$ cat config.mk
export PLATFORM = sky130hd
export DESIGN_NAME = spi_iotime
export DESIGN_NICKNAME = d
export VERILOG_FILES = /design/src/rtl/spi_iotime_pkg.sv /design/src/rtl/spi_iotime_dly.sv /design/src/rtl/spi_iotime_cap.sv /design/src/rtl/spi_iotime.sv
export SDC_FILE = /design/constraint.sdc
export NUM_CORES = 1
export LEC_CHECK = 0
export BUFFER_PORTS_ARGS = -buffer_cell sky130_fd_sc_hd__buf_2
export CORE_AREA = 2 2 42 44
export CTS_CLUSTER_SIZE = 8
export DETAILED_ROUTE_END_ITERATION = 7
export DIE_AREA = 0 0 44 46
export PLACE_DENSITY = 0.66
export SETUP_SLACK_MARGIN = 0.2
export SYNTH_ARGS = -nofsm -noshare
export SYNTH_HDL_FRONTEND = slang
export SYNTH_SLANG_ARGS = --single-unit
$ cat constraint.sdc
create_clock -name clk -period 1.5 [get_ports clk]
set_input_delay 0.3 -clock clk [delete_from_list [all_inputs] [get_ports clk]]
set_output_delay 0.3 -clock clk [all_outputs]
set_load 0.005 [all_outputs]
$ cat src/rtl/spi_iotime_pkg.sv
package spi_iotime_pkg;

   localparam int CFG_W    = 2;
   localparam int DLY_MAX  = (1 << CFG_W) - 1;
   localparam int CAP_HIST = 2;

   typedef enum logic [CFG_W-1:0] {
      CAP_EARLY2  = 2'd0,
      CAP_EARLY1  = 2'd1,
      CAP_NOMINAL = 2'd2,
      CAP_LATE1   = 2'd3
   } cap_mode_e;

   typedef struct packed {
      logic [CFG_W-1:0] mo_dly;
      logic [CFG_W-1:0] mi_dly;
      cap_mode_e        cap;
   } iotime_cfg_t;

   localparam iotime_cfg_t CFG_RESET = '{mo_dly: '0, mi_dly: '0, cap: CAP_EARLY2};

endpackage

$ cat src/rtl/spi_iotime_dly.sv
module spi_iotime_dly
   import spi_iotime_pkg::*;
#(
   parameter int W     = 1,
   parameter int DEPTH = DLY_MAX
) (
   input  logic             clk,
   input  logic             rst_n,
   input  logic             en,
   input  logic [CFG_W-1:0] sel,
   input  logic [W-1:0]     din,
   output logic [W-1:0]     dout
);

   if (DEPTH < 1 || DEPTH > DLY_MAX) begin : g_bad_depth
      $error("spi_iotime_dly: DEPTH must lie in 1..%0d", DLY_MAX);
   end
   if (W < 1) begin : g_bad_width
      $error("spi_iotime_dly: W must be at least 1");
   end

   logic [W-1:0] stage [DEPTH];

   for (genvar g = 0; g < DEPTH; g++) begin : g_stage
      if (g == 0) begin : g_head
         always_ff @(posedge clk or negedge rst_n) begin
            if (!rst_n)  stage[g] <= '0;
            else if (en) stage[g] <= din;
         end
      end else begin : g_tail
         always_ff @(posedge clk or negedge rst_n) begin
            if (!rst_n)  stage[g] <= '0;
            else if (en) stage[g] <= stage[g-1];
         end
      end
   end

   // Tap select; a code beyond DEPTH clamps to the deepest stage.
   always_comb begin
      dout = din;
      for (int k = 0; k < DEPTH; k++) begin
         if (int'(sel) >= k + 1) dout = stage[k];
      end
   end

   // a one-cycle tap returns the input of the previous enabled cycle
   assert_tap1_R2: assert property (@(posedge clk) disable iff (!rst_n)
      ($past(rst_n) && sel == CFG_W'(1) && $past(sel) == CFG_W'(1) && $past(en))
      |-> dout == $past(din));

endmodule

$ cat src/rtl/spi_iotime_cap.sv
module spi_iotime_cap
   import spi_iotime_pkg::*;
(
   input  logic      clk,
   input  logic      rst_n,
   input  cap_mode_e cap_sel,
   input  logic      in_bit,
   input  logic      stb,
   output logic      rx_bit,
   output logic      rx_vld
);

   logic hist [CAP_HIST];
   logic stb_d;
   logic pick;
   logic fire;

   for (genvar g = 0; g < CAP_HIST; g++) begin : g_hist
      if (g == 0) begin : g_head
         always_ff @(posedge clk or negedge rst_n) begin
            if (!rst_n) hist[g] <= 1'b0;
            else        hist[g] <= in_bit;
         end
      end else begin : g_tail
         always_ff @(posedge clk or negedge rst_n) begin
            if (!rst_n) hist[g] <= 1'b0;
            else        hist[g] <= hist[g-1];
         end
      end
   end

   always_ff @(posedge clk or negedge rst_n) begin
      if (!rst_n) stb_d <= 1'b0;
      else        stb_d <= stb;
   end

   // Early codes look back into the history, nominal and late take the live bit.
   always_comb begin
      unique case (cap_sel)
         CAP_EARLY2: pick = hist[CAP_HIST-1];
         CAP_EARLY1: pick = hist[0];
         default:    pick = in_bit;
      endcase
   end

   assign fire = (cap_sel == CAP_LATE1) ? stb_d : stb;

   always_ff @(posedge clk or negedge rst_n) begin
      if (!rst_n) begin
         rx_bit <= 1'b0;
         rx_vld <= 1'b0;
      end else begin
         rx_vld <= fire;
         if (fire) rx_bit <= pick;
      end
   end

   // a valid pulse always traces back to a strobe one or two cycles earlier
   assert_vld_after_stb_R5: assert property (@(posedge clk) disable iff (!rst_n)
      rx_vld |-> ($past(stb) || $past(stb, 2)));

   // the captured bit moves only together with a valid pulse
   assert_bit_stable_R5: assert property (@(posedge clk) disable iff (!rst_n)
      !rx_vld |-> $stable(rx_bit));

   // nominal code captures the input present in the strobe cycle
   assert_nominal_pick_R4: assert property (@(posedge clk) disable iff (!rst_n)
      (rx_vld && $past(cap_sel) == CAP_NOMINAL && $past(stb)) |-> rx_bit == $past(in_bit));

endmodule

$ cat src/rtl/spi_iotime.sv
module spi_iotime
   import spi_iotime_pkg::*;
#(
   parameter int MOSI_W = 1,
   parameter int DLY_N  = DLY_MAX
) (
   input  logic              clk,
   input  logic              rst_n,
   input  logic              bus_active,
   input  logic [1:0]        cfg_mo_dly,
   input  logic [1:0]        cfg_mi_dly,
   input  logic [1:0]        cfg_cap,
   input  logic [MOSI_W-1:0] mosi_core,
   input  logic              sample_stb,
   input  logic              miso_pad,
   output logic [MOSI_W-1:0] mosi_pad,
   output logic              rx_bit,
   output logic              rx_vld
);

   if (DLY_N < 1 || DLY_N > DLY_MAX) begin : g_bad_dly
      $error("spi_iotime: DLY_N must lie in 1..%0d", DLY_MAX);
   end
   if (MOSI_W < 1) begin : g_bad_w
      $error("spi_iotime: MOSI_W must be at least 1");
   end

   iotime_cfg_t       cfg_q;
   logic [MOSI_W-1:0] mosi_tap;
   logic [MOSI_W-1:0] mosi_last;
   logic              miso_tap;

   // Settings are taken in only while the bus is idle.
   always_ff @(posedge clk or negedge rst_n) begin
      if (!rst_n) begin
         cfg_q <= CFG_RESET;
      end else if (!bus_active) begin
         cfg_q.mo_dly <= cfg_mo_dly;
         cfg_q.mi_dly <= cfg_mi_dly;
         cfg_q.cap    <= cap_mode_e'(cfg_cap);
      end
   end

   spi_iotime_dly #(.W(MOSI_W), .DEPTH(DLY_N)) u_mosi_dly (
      .clk  (clk),
      .rst_n(rst_n),
      .en   (bus_active),
      .sel  (cfg_q.mo_dly),
      .din  (mosi_core),
      .dout (mosi_tap)
   );

   always_ff @(posedge clk or negedge rst_n) begin
      if (!rst_n)          mosi_last <= '0;
      else if (bus_active) mosi_last <= mosi_tap;
   end

   assign mosi_pad = bus_active ? mosi_tap : mosi_last;

   spi_iotime_dly #(.W(1), .DEPTH(DLY_N)) u_miso_dly (
      .clk  (clk),
      .rst_n(rst_n),
      .en   (1'b1),
      .sel  (cfg_q.mi_dly),
      .din  (miso_pad),
      .dout (miso_tap)
   );

   spi_iotime_cap u_cap (
      .clk    (clk),
      .rst_n  (rst_n),
      .cap_sel(cfg_q.cap),
      .in_bit (miso_tap),
      .stb    (sample_stb),
      .rx_bit (rx_bit),
      .rx_vld (rx_vld)
   );

   // settings never move after an edge at which the bus was busy
   assert_cfg_frozen_R6: assert property (@(posedge clk) disable iff (!rst_n)
      $past(bus_active) |-> $stable(cfg_q));

   // output pin holds across consecutive idle cycles
   assert_mosi_hold_R8: assert property (@(posedge clk) disable iff (!rst_n)
      (!bus_active && !$past(bus_active)) |-> $stable(mosi_pad));

endmodule

# After elaboration in Yosys (flattened, before gate mapping)
# Cells that the tools add are included.
[word_totals] input_bits=12 out_inout_bits=3 regBits=18
[classes] n_eq_ne=2 n_reduce_logical=1 order_cmp=6 n_mux=9
[op_table] cell="$ge 2x2->1 const B" count=4
[op_table] cell="$mux 1" count=8
[op_table] cell="$ge 2x1->1 const B" count=2
[op_table] cell="$eq 2x1->1 const B" count=1
[op_table] cell="$eq 2x2->1 const B" count=1
[op_table] cell="$logic_not 2->1" count=1
[op_table] cell="$pmux 1 s2" count=1

# Depth between registers and ports, before layout
[depth] depth_word=5 depth_mapped=3 depth_no_buf=3

# Modules after synthesis
# Synthesis repeated with hierarchy kept, for this count alone.
[hier_totals] cells_unflattened=43 hier_area_um2=753.2
[modules_own_cells] mod="spi_iotime" cells_per_inst=16 area_each_um2=295.3 n_inst=1
[modules_own_cells] mod="spi_iotime_dly" cells_per_inst=7 area_each_um2=131.4 n_inst=2
[modules_own_cells] mod="spi_iotime_cap" cells_per_inst=13 area_each_um2=195.2 n_inst=1

# Least setup slack after synthesis
# No wires, ideal clock.
[synth_timing] kind="register to register" start="reg cfg_q[2] (netlist bit)" end="reg u_cap.rx_bit" arrival_ns=1.342 path_buffers=0 t_required_ns=1.375 slack_ns=0.033 stages_incl_launch_ff=4 path_cell_list="dfrtp_1 -> mux4_2 -> mux2_4 -> mux2_4"
[synth_between] elab_chain_len=5 elab_cells_between_ends=7 cone_classes="order compare: 3; mux: 4"
[synth_lines] element="start, declared" line_no="spi_iotime.sv:28" source="iotime_cfg_t cfg_q;"
[synth_lines] element="$ge 2x1->1" line_no="spi_iotime_dly.sv:42" source="if (int'(sel) >= k + 1) dout = stage[k];"
[synth_lines] element="$mux 1 (2 in a row)" line_no="spi_iotime_dly.sv:42"
[synth_lines] element="$mux 1 *" line_no="spi_iotime_dly.sv:42"
[synth_lines] element="named net miso_tap" line_no="spi_iotime.sv:31" source="logic miso_tap;"
[synth_lines] element="$pmux 1 s2 *" line_no="spi_iotime_cap.sv:39" source="unique case (cap_sel)"
[synth_lines] element="end signal, assigned" line_no="spi_iotime_cap.sv:54" source="if (fire) rx_bit <= pick;"
[synth_lines] element="end, declared" line_no="spi_iotime_cap.sv:9" source="output logic rx_bit,"
# Mark *: on every way through the listed nets, which the timed path passes. The rest lies on a longest branch.
# A chain may end at the register's enable or synchronous reset.

# Final worst setup path
[layout_timing] start="reg cfg_q[5] (netlist bit)" end="out mosi_pad"
[layout_between] elab_chain_len=5 elab_cells_between_ends=7 cone_classes="order compare: 3; mux: 4"
[layout_lines] element="$ge 2x1->1" line_no="spi_iotime_dly.sv:42"
[layout_lines] element="$mux 1 (2 in a row)" line_no="spi_iotime_dly.sv:42"
[layout_lines] element="$mux 1 *" line_no="spi_iotime_dly.sv:42"
[layout_lines] element="$mux 1 *" line_no="spi_iotime.sv:58" source="assign mosi_pad = bus_active ? mosi_tap : mosi_last;"
[layout_lines] element="end, declared" line_no="spi_iotime.sv:16" source="output logic [MOSI_W-1:0] mosi_pad,"
# Every way passes the cells marked *; elsewhere a longest branch is shown, timed or not.

==> impl_metrics.ini <==
[yosys]
synth_top_area_share_pct = 67.4
syn_area_per_cell_um2 = 18.6
syn-num-nets = 48
synthTopCellsByCount = dfrtp_1, mux2_2, mux2_4, mux4_2
yosysWarnings = 0
synth_seq_cells = 18
synth_area_um2 = 668
synth_edf_count = 0
synth_cells = 36
post-synth-top-count-cell = dfrtp_1
async_flop_share_pct = 100
synthFlopType = dfrtp_1
ys_seq_area_share_pct = 67.4
synth.area.top_cells = dfrtp_1, mux2_2, mux4_2, mux2_4, clkbuf_1
yosysTopAreaCell = dfrtp_1
ys_types = 6

[layout]
drive_above_1_share_pct = 63.6
area_growth_pct = 21.7
num-fill-cells = 147
final_nets = 69
antenna_cells = 0

[critical_path]
critPathMaxStageDelay_ps = 500
arrival_ps = 1550
crit_fanout = 2
crit_chain = mux4_2 -> mux2_4 -> buf_6
worstSetupStartpointType = flop
critPathSlowestCell = mux4_2
worstSetupPathType = flop to output port
required_ps = 1200
crit_path_end_kind = output port

[floorplanning]
fp-row-count = 15
dieArea_um2 = 2020
die_h_um = 46
num_io_pins = 15
die-width_um = 44
initial_core_util_pct = 41.4
core_um2 = 1610

[routing]
routedWlPerCell_um = 13.1
drc_errors = 0
vias_per_cell = 5.01
dr.first_iter.drc_count = 0
ant_nets = 0
dr_total_vias = 361
drt_wl_total_um = 941
dr.pass1.iters = 1

[clocking]
h-tree-depth = 1
cts_root_buf = clkbuf_4
cts_buffers = 3
clk_pin_slew_worst_paths_ps = 90
clock_path_buffers = 2
cts_tree = done
cts.sink_count = 18
clk_latency_ps = 280
post_cts_buffers = 0

[timing]
tightest_slew_ps = 380
drv_slew = 0
clock_skew_ps = 4.47
fin_crit_sh_pct = 124
rsz0062_at_grt = true
layout_setup_ws_ps = -355
timing.hold.ws_ps = 135
fmaxAchievable_mhz = 539
min_period_ps = 1850
tns_ps = -365
finalHoldViolCount = 0
slew_headroom_pct = 74.6
setup_violations = 2

[global_route]
gr-usage-all-layers_pct = 11.9
grt_antenna_before_repair = 0
grt_max_degree = 19
first_global_vias = 377
grt_pass1_wl_um = 1620
grt-ovfl-total = 0

[placed_design]
port_buffers = 14
place.gp.congestion = 0.693

[outcome]
status = complete, but fails checks
violations = negative setup slack

[flow_run]
max_cap_violations = 0

[power]
power_uw = 962
ir_worst_vdd_v = 0.000694
power_density_nw_per_um2 = 1180
p_leak_nw = 0.378

[min_path]
min-delay-path-class = primary input to flop
## where the power goes
| group | switching, mW | internal [mW] | total (mW) | leakage, nW |
|---|---|---|---|---|
| Sequential | 0.0294 | 0.545 | 0.574 | 0.210 |
| Clock | 0.128 | 0.0930 | 0.221 | 0.0138 |
| Combinational | 0.0519 | 0.114 | 0.166 | 0.154 |
| Total | 0.209 | 0.752 | 0.962 | 0.378 |
## per-stage QoR
step           util [%]  cells  worst slack (ps)  instance area [um^2]
6_report           50.4     72              -355                   813
5_1_grt            50.4     72              -430                   813
4_1_cts            50.4     72              -389                   813
3_5_place_dp       48.0     68             -72.1                   774
3_3_place_gp       48.0     68             -24.2                   774
2_1_floorplan         -     36              33.2                   672
## critical path, delay by kind of cell (launching register included)
kind     cells  cell delay, ps
buf+inv      1             120
mux          2             780
flops        1             380
## cell usage in the layout (no fill, tap or decap)
master          n
buf_2          13
buf_4           2
buf_6           1
clkbuf_4        3
dfrtp_1        18
dlygate4sd3_1   1
mux2_2         11
mux2_4          3
mux4_2          2
nand2_1         1
## flip-flops by register name, summed over array words and instances (netlist names)
register and cells:
cfg_q 6, mosi_last 1, u_cap.hist 2, u_cap.rx_bit 1
u_cap.rx_vld 1, u_cap.stb_d 1, u_miso_dly.stage 3, u_mosi_dly.stage 3
## layer usage
layer | track usage, % | vias to the layer above | part of all wire, %
li1 | - | 168 | -
met1 | 13.0 | 182 | 45
met2 | 19.4 | 9 | 48
met3 | 3.57 | 2 | 4.8
met4 | 9.09 | 0 | 1.3
met5 | 0 | - | 0
## timing repair
action                                 in CTS  in global routing
setup endpoints to repair                   2                  3
hold buffers                                1                  0
endpoints found under the hold margin      18                  0
resized for setup                           1                  0
## cell families (layout without fill, tap and decap cells)
| kind of cell | Yosys count | count (layout) | synth area share [%] |
|---|---|---|---|
| flip-flops | 18 | 18 | 67.4 |
| multiplexers | 16 | 16 | 31.5 |
| AND/OR/NAND/NOR | 1 | 1 | 0.561 |
| buffers and inverters | 1 | 20 | 0.561 |
## final cells by class
type / count / area [um^2] / area share (%)
flip-flops and latches: 18 / 450 / 55.4
multi-input cells: 17 / 218 / 26.8
repair buffers: 17 / 101 / 12.5
clock buffers: 3 / 22.5 / 2.77
well taps: 17 / 21.3 / 2.62
## path summary, 6_finish.rpt
| kind | start | to | slack [ps] | cells after the start |
|---|---|---|---|---|
| max in group asynchronous | rst_n | mosi_last$_DFF_PN0_ | 760 | 2 |
| min in group asynchronous | rst_n | u_cap.hist[0]$_DFF_PN0_ | 460 | 2 |
| worst min register to register | u_cap.hist[1]$_DFF_PN0_ | u_cap.hist[0]$_DFF_PN0_ | 380 | 0 |
| worst min-delay path | miso_pad | u_miso_dly.stage[2]$_DFF_PN0_ | 130 | 1 |
| worst max register to register | cfg_q[2]$_DFFE_PN0N_ | u_cap.rx_bit$_DFFE_PN0P_ | -10 | 3 |
| worst max-delay path | cfg_q[5]$_DFFE_PN0N_ | mosi_pad | -350 | 3 |
Power figures use the tool's default switching activity.
